**src/rtl/irqb_pkg.sv**
```systemverilog
package irqb_pkg;
  // byte offsets of the register window
  localparam int unsigned OFS_FIQ_VIEW = 32'h08;
  localparam int unsigned OFS_TRG_LD   = 32'h14;
  localparam int unsigned OFS_TRG_SET  = 32'h18;
  localparam int unsigned OFS_TRG_CLR  = 32'h1C;
  // per-consumer group: base + 0 load, +4 set, +8 clear, +C steering
  localparam int unsigned OFS_GRP_BASE = 32'h20;
  localparam int unsigned OFS_GRP_STEP = 32'h10;
  localparam int unsigned OFS_EN_LD    = 32'h0;
  localparam int unsigned OFS_EN_SET   = 32'h4;
  localparam int unsigned OFS_EN_CLR   = 32'h8;
  localparam int unsigned OFS_STEER    = 32'hC;

  typedef enum logic [0:0] {
    CONS_MAIN = 1'b0,
    CONS_COP  = 1'b1
  } cons_e;

  function automatic int unsigned grp_base(input int unsigned c);
    return OFS_GRP_BASE + c * OFS_GRP_STEP;
  endfunction
endpackage

```
**src/rtl/irqb_sync2.sv**
```systemverilog
module irqb_sync2 #(
  parameter int W = 32
) (
  input  logic         clk,
  input  logic         rst_n,
  input  logic [W-1:0] d_i,
  output logic [W-1:0] q_o
);
  logic [W-1:0] s1_q, s2_q;

  always_ff @(posedge clk or negedge rst_n) begin
    if (!rst_n) begin
      s1_q <= '0;
      s2_q <= '0;
    end else begin
      s1_q <= d_i;
      s2_q <= s1_q;
    end
  end

  assign q_o = s2_q;
endmodule

```
**src/rtl/irqb_alias_reg.sv**
```systemverilog
module irqb_alias_reg #(
  parameter int W = 32
) (
  input  logic         clk,
  input  logic         rst_n,
  input  logic         ld_i,
  input  logic         set_i,
  input  logic         clr_i,
  input  logic [W-1:0] wdata_i,
  output logic [W-1:0] q_o
);
  logic [W-1:0] q_q, q_d;
  logic         ce;

  assign ce = ld_i | set_i | clr_i;

  always_comb begin
    q_d = q_q;
    if (ld_i)       q_d = wdata_i;
    else if (set_i) q_d = q_q | wdata_i;
    else if (clr_i) q_d = q_q & ~wdata_i;
  end

  always_ff @(posedge clk or negedge rst_n) begin
    if (!rst_n)  q_q <= '0;
    else if (ce) q_q <= q_d;
  end

  assign q_o = q_q;
endmodule

```
**src/rtl/irqb_route.sv**
```systemverilog
module irqb_route #(
  parameter int W = 32
) (
  input  logic         clk,
  input  logic         rst_n,
  input  logic [W-1:0] lvl_i,
  input  logic [W-1:0] en_i,
  input  logic [W-1:0] steer_i,
  output logic [W-1:0] pend_o,
  output logic         irq_o,
  output logic         fiq_o
);
  logic [W-1:0] pend_d, pend_q;
  logic         irq_d, fiq_d, irq_q, fiq_q;

  always_comb begin
    pend_d = lvl_i & en_i;
    irq_d  = |(pend_d & ~steer_i);
    fiq_d  = |(pend_d & steer_i);
  end

  always_ff @(posedge clk or negedge rst_n) begin
    if (!rst_n) begin
      pend_q <= '0;
      irq_q  <= 1'b0;
      fiq_q  <= 1'b0;
    end else begin
      pend_q <= pend_d;
      irq_q  <= irq_d;
      fiq_q  <= fiq_d;
    end
  end

  assign pend_o = pend_q;
  assign irq_o  = irq_q;
  assign fiq_o  = fiq_q;
endmodule

```
**src/rtl/irq_bank_ctrl.sv**
```systemverilog
module irq_bank_ctrl
  import irqb_pkg::*;
#(
  parameter int LINES  = 32,
  parameter int ADDR_W = 8
) (
  input  logic              clk,
  input  logic              rst_n,
  input  logic [LINES-1:0]  irq_raw_i,
  input  logic              bus_req_i,
  input  logic              bus_we_i,
  input  logic [ADDR_W-1:0] bus_addr_i,
  input  logic [LINES-1:0]  bus_wdata_i,
  output logic [LINES-1:0]  bus_rdata_o,
  output logic              cpu_irq_o,
  output logic              cpu_fiq_o,
  output logic              cop_irq_o,
  output logic              cop_fiq_o,
  output logic [LINES-1:0]  cpu_pend_o,
  output logic [LINES-1:0]  cop_pend_o
);
  localparam int NCONS = 2;

  logic             wr, rd;
  logic [LINES-1:0] raw_sync, trg_q, lvl;
  logic [LINES-1:0] en_q    [NCONS];
  logic [LINES-1:0] steer_q [NCONS];
  logic [LINES-1:0] pend_q  [NCONS];
  logic             irq_q   [NCONS];
  logic             fiq_q   [NCONS];
  logic [LINES-1:0] rdata_d, rdata_q;

  assign wr = bus_req_i & bus_we_i;
  assign rd = bus_req_i & ~bus_we_i;

  function automatic logic hit(input logic [ADDR_W-1:0] a, input int unsigned ofs);
    return a == ADDR_W'(ofs);
  endfunction

  irqb_sync2 #(.W(LINES)) u_sync (
    .clk(clk), .rst_n(rst_n), .d_i(irq_raw_i), .q_o(raw_sync)
  );

  irqb_alias_reg #(.W(LINES)) u_trg (
    .clk(clk), .rst_n(rst_n),
    .ld_i (wr & hit(bus_addr_i, OFS_TRG_LD)),
    .set_i(wr & hit(bus_addr_i, OFS_TRG_SET)),
    .clr_i(wr & hit(bus_addr_i, OFS_TRG_CLR)),
    .wdata_i(bus_wdata_i), .q_o(trg_q)
  );

  assign lvl = raw_sync | trg_q;

  for (genvar c = 0; c < NCONS; c++) begin : g_cons
    localparam int unsigned B = grp_base(c);

    irqb_alias_reg #(.W(LINES)) u_en (
      .clk(clk), .rst_n(rst_n),
      .ld_i (wr & hit(bus_addr_i, B + OFS_EN_LD)),
      .set_i(wr & hit(bus_addr_i, B + OFS_EN_SET)),
      .clr_i(wr & hit(bus_addr_i, B + OFS_EN_CLR)),
      .wdata_i(bus_wdata_i), .q_o(en_q[c])
    );

    irqb_alias_reg #(.W(LINES)) u_steer (
      .clk(clk), .rst_n(rst_n),
      .ld_i (wr & hit(bus_addr_i, B + OFS_STEER)),
      .set_i(1'b0), .clr_i(1'b0),
      .wdata_i(bus_wdata_i), .q_o(steer_q[c])
    );

    irqb_route #(.W(LINES)) u_route (
      .clk(clk), .rst_n(rst_n),
      .lvl_i(lvl), .en_i(en_q[c]), .steer_i(steer_q[c]),
      .pend_o(pend_q[c]), .irq_o(irq_q[c]), .fiq_o(fiq_q[c])
    );
  end

  // read decode
  always_comb begin
    rdata_d = '0;
    if (hit(bus_addr_i, OFS_FIQ_VIEW))
      rdata_d = pend_q[CONS_MAIN] & steer_q[CONS_MAIN];
    if (hit(bus_addr_i, OFS_TRG_LD) || hit(bus_addr_i, OFS_TRG_SET) ||
        hit(bus_addr_i, OFS_TRG_CLR))
      rdata_d = trg_q;
    for (int c = 0; c < NCONS; c++) begin
      if (hit(bus_addr_i, grp_base(c) + OFS_EN_LD) ||
          hit(bus_addr_i, grp_base(c) + OFS_EN_SET) ||
          hit(bus_addr_i, grp_base(c) + OFS_EN_CLR))
        rdata_d = en_q[c];
      if (hit(bus_addr_i, grp_base(c) + OFS_STEER))
        rdata_d = steer_q[c];
    end
  end

  always_ff @(posedge clk or negedge rst_n) begin
    if (!rst_n)  rdata_q <= '0;
    else if (rd) rdata_q <= rdata_d;
  end

  assign bus_rdata_o = rdata_q;
  assign cpu_irq_o   = irq_q[CONS_MAIN];
  assign cpu_fiq_o   = fiq_q[CONS_MAIN];
  assign cop_irq_o   = irq_q[CONS_COP];
  assign cop_fiq_o   = fiq_q[CONS_COP];
  assign cpu_pend_o  = pend_q[CONS_MAIN];
  assign cop_pend_o  = pend_q[CONS_COP];
endmodule

```
**config.mk**
```make
export PLATFORM = sky130hd
export DESIGN_NAME = irq_bank_ctrl
export DESIGN_NICKNAME = d
export VERILOG_FILES = /design/src/rtl/irqb_pkg.sv /design/src/rtl/irqb_sync2.sv /design/src/rtl/irqb_alias_reg.sv /design/src/rtl/irqb_route.sv /design/src/rtl/irq_bank_ctrl.sv
export SDC_FILE = /design/constraint.sdc
export NUM_CORES = 1
export LEC_CHECK = 0
export ABC_CLOCK_PERIOD_IN_PS = 4350
export BUFFER_PORTS_ARGS = -buffer_cell sky130_fd_sc_hd__buf_2
export CORE_MARGIN = 2
export CORE_UTILIZATION = 48
export DETAILED_ROUTE_END_ITERATION = 7
export PLACE_DENSITY = 0.69
export SLEW_MARGIN = 20
export SYNTH_ARGS = -nofsm -noshare
export SYNTH_HDL_FRONTEND = slang
export SYNTH_SLANG_ARGS = --single-unit
```
**constraint.sdc**
```tcl
create_clock -name clk -period 4.35 [get_ports clk]
set_clock_uncertainty 0.05 [all_clocks]
set_input_delay 0.2175 -clock clk [delete_from_list [all_inputs] [get_ports clk]]
set_output_delay 0.2175 -clock clk [all_outputs]
set_load 0.01 [all_outputs]
```
==> summary.txt, run 1 <==
Run status
  – Status: complete, no violations

Clock tree
  – Clk slew on worst S/H paths: 0.06 ns
  – H-tree depth: 2
  – Clk sink count: 324
  – CTS root buf: clkbuf_16
  – Num CTS Buffers: 36
  – Max clock buf depth: 3
  – Postcts setup bufs: 0
  – CTS tree: yes
  – Clk_lat worst skew: 0.52 ns

STA
  – Period minus WS final: 2.37 ns
  – RSZ-0062 raised after global routing: no
  – Fmax: 422 MHz
  – Hold Vio Cnt, Final: 0
  – Setup total negative slack: 0 ns
  – Max-slew headroom: around 28%
  – Final cycle utilization of the critical path: 54.5%
  – Slew @ Worst Pin: 1.07 ns
  – Max Slew Vio Count: 0
  – # setup viols final: 0

Cells and area
  – # nets final: 1552
  – Share of layout cells above drive strength 1: 20.8%
  – Area Growth Syn to Fin: 22.8%
  – Ant diodes: 0
  – Reg area: about 0.0081 mm2
  – Fillers: 2348
  – Layout Utilization: 59.6%
  – Area occupied by multi-input gates: between 0.005 and 0.006 mm2

Drt
  – Vias/cell: roughly 6.3
  – Wirelength per Cell: 25.0 um
  – Post-DRT Antenna Nets: 0
  – Via count: roughly 12000
  – Total wire length: about 47 mm
  – Residual DRC: 0
  – Number of DRC markers in iteration 0: 1692
  – Drt first pass iters: 6

Min path
  – Worst hold path class: primary input to register

Floorplanning
  – Number of I/O pins: 176
  – Initial Utilization: 48.5%
  – Die height: 174 um
  – Total core area: around 0.029 mm2
  – Die area: 0.0303 mm2
  – Die X: 174 um
  – Rows: 62

Synth
  – Sequential share of the synthesized area: 58.4%
  – Synth cell types: 39
  – Avg Cell Area, Syn: 11.0 um2
  – Count leader, synth: dfrtp_1
  – FF+latch count, synth: 324
  – Post-synth EDFFs: 0
  – Ys async rst share: 100%
  – Synth Flop Type: dfrtp_1
  – Mapped Nets: 1333
  – Largest cells by area after synthesis: dfrtp_1, a22o_1, o21ai_0, o21a_1, mux2_4
  – Yosys warnings: 0
  – Post-synth top area share: between 50 and 60%
  – Area leader, netlist: dfrtp_1
  – Top cells by count, synth: dfrtp_1, o21ai_0, a22o_1
  – Synth Cell Area: between 0.01 and 0.015 mm2
  – Post-Syn Instances: approximately 1300

Critical path
  – Critical Path RT: 4.69 ns
  – CP max stage cell: or4_4
  – Critical path class: primary input to register
  – Critical register-to-register path endpoint: g_cons[1].u_route.fiq_o
  – Worst reg2reg setup slack: 2.22 ns
  – Critical Path End Type: register
  – Cell breakdown of the critical path: buf_2 > nand2_2 > or4_4 > mux2_4
  – Worst path depth: 4
  – Worst setup endpoint: g_cons[0].u_steer.q_o[1]
  – Depth of the worst register-to-register path: 5
  – Crit path from: bus_addr_i[5]
  – Critical path's largest stage delay: 0.94 ns
  – Startpoint class of the critical path: primary input
  – Critical path arrival: 2.72 ns
  – CP delay by family, top: simple AND/OR/NAND/NOR gates
  – CP Max Fanout: 38
  – Buffers & Inverters on Critical Path: 1

Placed design
  – Global placer's final weighted congestion: 0.942
  – Placed wire-length estimate: 30.8 mm
  – PortBufs: 175

GRT
  – Initial antenna violation count: 0
  – GRT overflow: 0
  – Vias in the first global route: 11744
  – Global Route Usage Sum: 31.1%
  – Pin count of the biggest net entering global routing: 119
  – First-pass GRT wire length: 71.5 mm

Power
  – Power Dens Cells: 417 mW/mm2
  – Lkg Pwr: 7.84 nW
  – Worst VDD drop: 0.249 mV
  – Logic gate share of total power: roughly 8.6%
  – Clock share of power: 44.9%
  – Sequential share of power: 46.4%
  – Internal cell power: approximately 5.4 mW
  – Switching Fraction: 24.1%
  – Psw: 1.71 mW

Flow run
  – Max_cap viols: 0
## per-stage QoR
stage | power [mW] | area, um2 | setup WS (ns) | cells | hold slack (ns)
after floorplan | 3.58 | 13900 | 2.43 | 1257 | -0.128
after global placement | 3.90 | 15200 | 1.61 | 1759 | 0.275
after detailed placement | 3.92 | 15200 | 1.52 | 1759 | 0.277
after CTS | 7.14 | 17100 | 2.06 | 1884 | 0.00502
after global routing | 7.34 | 17100 | 1.97 | 1884 | 0.0260
final | 7.12 | 17100 | 1.98 | 1884 | 0.0121
## area by class of cell
cell class | count | area share, %
timing repair buffer | 265 | 10.2
clock buffer | 49 | 6.16
tap | 384 | 2.82
clock inverter | 13 | 1.17
multi-input combinational | 801 | 31.0
inverter | 48 | 1.06
sequential | 324 | 47.5
## per-layer routing
| metal | GRT usage, % | vias up | routed length (um) |
|---|---|---|---|
| met3 | 7.28 | 117 | 4920 |
| met2 | 46.7 | 816 | 21000 |
| met5 | 0 | - | 0 |
| li1 | - | 5095 | - |
| met1 | 44.0 | 5904 | 19500 |
| met4 | 12.2 | 0 | 1680 |
## what timing repair did
item / in CTS / in global routing
gates resized for setup: 0 / 0
hold buffers: 63 / 0
endpoints found under the hold margin: 218 / 0
## kinds of logic after synthesis
kind of cell / Yosys count / share of synthesized area [%]
compound gates: 537 / 25.9
flops: 324 / 58.4
simple gates: 231 / 8.21
buf+inv: 132 / 4.05
mux: 32 / 3.41
xor+xnor: 1 / 0.0631
## layout by cell type, fill, tap and decap left out, drive strengths merged, types with 32 or more instances in the layout
cell,netlist,layout
a21oi,32,32
o21ai,161,161
nand2,73,73
o2bb2ai,32,32
dfrtp,324,324
a22oi,50,50
inv,48,49
a31oi,32,32
nor2,67,67
clkbuf,71,49
o21a,64,64
dlygate4sd3,0,63
nor2b,34,34
mux2,32,32
o22ai,64,64
a22o,99,99
buf,13,202
## how the worst min path moves through the flow
stage | startpoint | slack [ns] | depth (start not counted) | end
floorplan | rst_n | -0.13 | 0 | async pin
global placement | irq_raw_i[13] | 0.27 | 1 | u_sync.s1_q[13]
detailed placement | irq_raw_i[0] | 0.28 | 1 | u_sync.s1_q[0]
CTS | bus_wdata_i[4] | 0.005 | 2 | register
global route | bus_wdata_i[4] | 0.03 | 2 | g_cons[0].u_steer.q_o[4]
finish | bus_wdata_i[4] | 0.01 | 2 | register
## power by group through the flow
stage | Combinational [mW] | Clock [mW] | Sequential [mW]
6_report | 0.615 | 3.20 | 3.31
3_5_place_dp | 0.563 | 0 | 3.35
4_1_cts | 0.610 | 3.23 | 3.30
2_1_floorplan | 0.244 | 0 | 3.34
5_1_grt | 0.669 | 3.35 | 3.32
3_3_place_gp | 0.553 | 0 | 3.35
No activity file was read; power rests on OpenSTA's default activity.
==> run 2: changes to the inputs <==
--- a/config.mk
+++ b/config.mk
@@ -5,7 +5,7 @@
 export SDC_FILE = /design/constraint.sdc
 export NUM_CORES = 1
 export LEC_CHECK = 0
-export ABC_CLOCK_PERIOD_IN_PS = 4350
+export ABC_CLOCK_PERIOD_IN_PS = 2400
 export BUFFER_PORTS_ARGS = -buffer_cell sky130_fd_sc_hd__buf_2
 export CORE_MARGIN = 2
 export CORE_UTILIZATION = 48
==> constraint.sdc (replaced) <==
create_clock -name clk -period 2.4 [get_ports clk]
set_clock_uncertainty 0.05 [all_clocks]
set_input_delay 0.12 -clock clk [delete_from_list [all_inputs] [get_ports clk]]
set_output_delay 0.12 -clock clk [all_outputs]
set_load 0.01 [all_outputs]
==> summary.txt, run 2 (synthesis gave the netlist of run 1 again) <==
Run status
  – Status: complete, no violations

STA
  – Hold Vio Cnt, Final: 0
  – Max Slew Vio Count: 0
  – Period minus WS final: 2.13 ns
  – # setup viols final: 0
  – Final cycle utilization of the critical path: 88.6%
  – Slew @ Worst Pin: 0.727 ns
  – Max-slew headroom: between 50% and 60%
  – Fmax: 470 MHz
  – RSZ-0062 raised after global routing: no
  – Setup total negative slack: 0 ns

Cells and area
  – Layout Utilization: roughly 60%
  – Share of layout cells above drive strength 1: 21.2%
  – Fillers: 2306
  – Area occupied by multi-input gates: 0.00530 mm2
  – Most common cell after layout, fill and taps aside: dfrtp_1
  – Area Growth Syn to Fin: 24.7%
  – # nets final: 1568
  – Fin cells: 1903
  – Reg area: 0.00811 mm2
  – Most frequent cells in the layout: dfrtp_1, buf_2, o21ai_0

Clock tree
  – CTS root buf: clkbuf_16
  – Num CTS Buffers: 35
  – Clk sink count: approximately 320
  – H-tree depth: 2
  – Clk slew on worst S/H paths: around 0.060 ns
  – Clk_lat worst skew: 0.52 ns
  – PostCTS Resize Cnt: 0
  – CTS tree: yes
  – Max clock buf depth: 3

Drt
  – Vias/cell: 6.30
  – Met2 wire length: roughly 21 mm
  – Residual DRC: 0
  – Met3 wire len: 6.14 mm
  – Drt first pass iters: 8
  – Total wire length: 48.8 mm
  – Via count: 11991
  – Post-DRT Antenna Nets: 0
  – Top Metal Used: met4
  – Metal1 wirelength: 19.6 mm
  – Wirelength per Cell: 25.6 um
  – Number of DRC markers in iteration 0: 1657

Flow run
  – Max_cap viols: 0

Critical path
  – Depth of the worst register-to-register path: 5
  – Cell breakdown of the critical path: o21a_1 > a22o_1 > a221oi_1 > nand3_1 > or4_1
  – Critical path class: register to register
  – CP max stage cell: or4_1
  – Critical path arrival: 2.45 ns
  – Startpoint class of the critical path: register
  – Buffers & Inverters on Critical Path: 0
  – Critical path's largest stage delay: 0.58 ns
  – Critical Path End Type: register
  – CP Max Fanout: 4
  – Worst reg2reg setup slack: 0.27 ns
  – Critical Path RT: 2.72 ns
  – CP delay by family, top: compound AO/OA/AOI/OAI gates
  – Critical register-to-register path endpoint: g_cons[1].u_route.fiq_o

Min path
  – Worst Hold Endpoint: bus_rdata_o[26]
  – Hold path startpoint: bus_addr_i[5]
  – Worst hold path class: primary input to register
  – WHS Path Cells: 5

GRT
  – Pin count of the biggest net entering global routing: 74
  – GRT overflow: 0
  – Initial antenna violation count: 1
  – Vias in the first global route: 11594
  – Global Route Usage Sum: about a third
  – First-pass GRT wire length: about 73 mm

Floorplanning
  – Die height: roughly 170 um
  – Die area: 0.0303 mm2
  – Die X: 174 um
  – Total core area: 0.0286 mm2
  – Rows: slightly above 60
  – Initial Utilization: 48.5%
  – Number of I/O pins: 176

Placed design
  – Placed cell count: 1774
  – Global placer's final weighted congestion: 0.956
  – Placed wire-length estimate: 31.3 mm
  – PortBufs: 175

Power
  – Lkg Pwr: 7.94 nW
  – Final Total Pwr: 12.9 mW
  – Power Dens Cells: 743 mW/mm2
  – Worst VDD drop: roughly 0.53 mV
==> run 2: changes by cell type in the layout (fill, tap and decap cells not counted), sizes merged <==
| cell | before | now |
|---|---|---|
| buf | 202 | 217 |
| dlygate4sd3 | 63 | 65 |
| clkinv | 6 | 3 |
| diode | 0 | 2 |
| clkbuf | 49 | 51 |
| bufinv | 5 | 6 |
==> run 2: area by class of cell <==
type	count	area share, %
clock inverter	11	1.24
inverter	48	1.04
clock buffer	51	5.81
antenna	2	0.0289
multi-input combinational	801	30.6
timing repair buffer	282	11.7
tap	384	2.77
sequential	324	46.8
==> run 2: per-layer routing <==
metal	global-route usage (%)	up-vias
met3	9.25	139
met5	0	-
met2	45.5	819
li1	-	5123
met1	45.9	5910
met4	13.0	0
==> run 2: how the worst max path moves through the flow <==
stage | startpoint | end | slack (ns) | cells after the start
floorplan | bus_addr_i[7] | g_cons[0].u_steer.q_o[10] | 0.57 | 6
global placement | bus_addr_i[7] | g_cons[0].u_steer.q_o[16] | 0.26 | 5
detailed placement | bus_addr_i[7] | g_cons[0].u_steer.q_o[6] | 0.25 | 5
CTS | register | g_cons[1].u_route.fiq_o | 0.30 | 5
global route | register | g_cons[1].u_route.fiq_o | 0.20 | 5
finish | register | g_cons[1].u_route.fiq_o | 0.27 | 5
==> run 2: power breakdown <==
group          leakage (nW)  switching, mW  total, mW  internal (mW)
clock                 0.594           2.17       5.73           3.56
combinational          3.22          0.681       1.16          0.475
sequential             4.13          0.239       5.99           5.75
==> run 2: repair_timing <==
| action | CTS | global route |
|---|---|---|
| setup endpoints to repair | 0 | 0 |
| endpoints found under the hold margin | 257 | 0 |
| buffers inserted | 0 | 0 |
| hold buffers | 65 | 0 |
==> run 2: worst register-to-register path, delay by kind of cell (launching register included) <==
kind / cells / cell delay [ns]
DFF: 1 / 0.42
AOI/OAI and AO/OA: 3 / 0.77
and+or+nand+nor: 2 / 0.75
==> run 2: stage by stage <==
stage	hold slack [ns]	cell area [um2]	worst slack, ns
floorplan	-0.226	13900	0.573
global placement	0.105	15400	0.262
detailed placement	0.104	15400	0.250
CTS	0.0955	17300	0.301
global route	0.163	17300	0.201
finish	0.105	17300	0.273
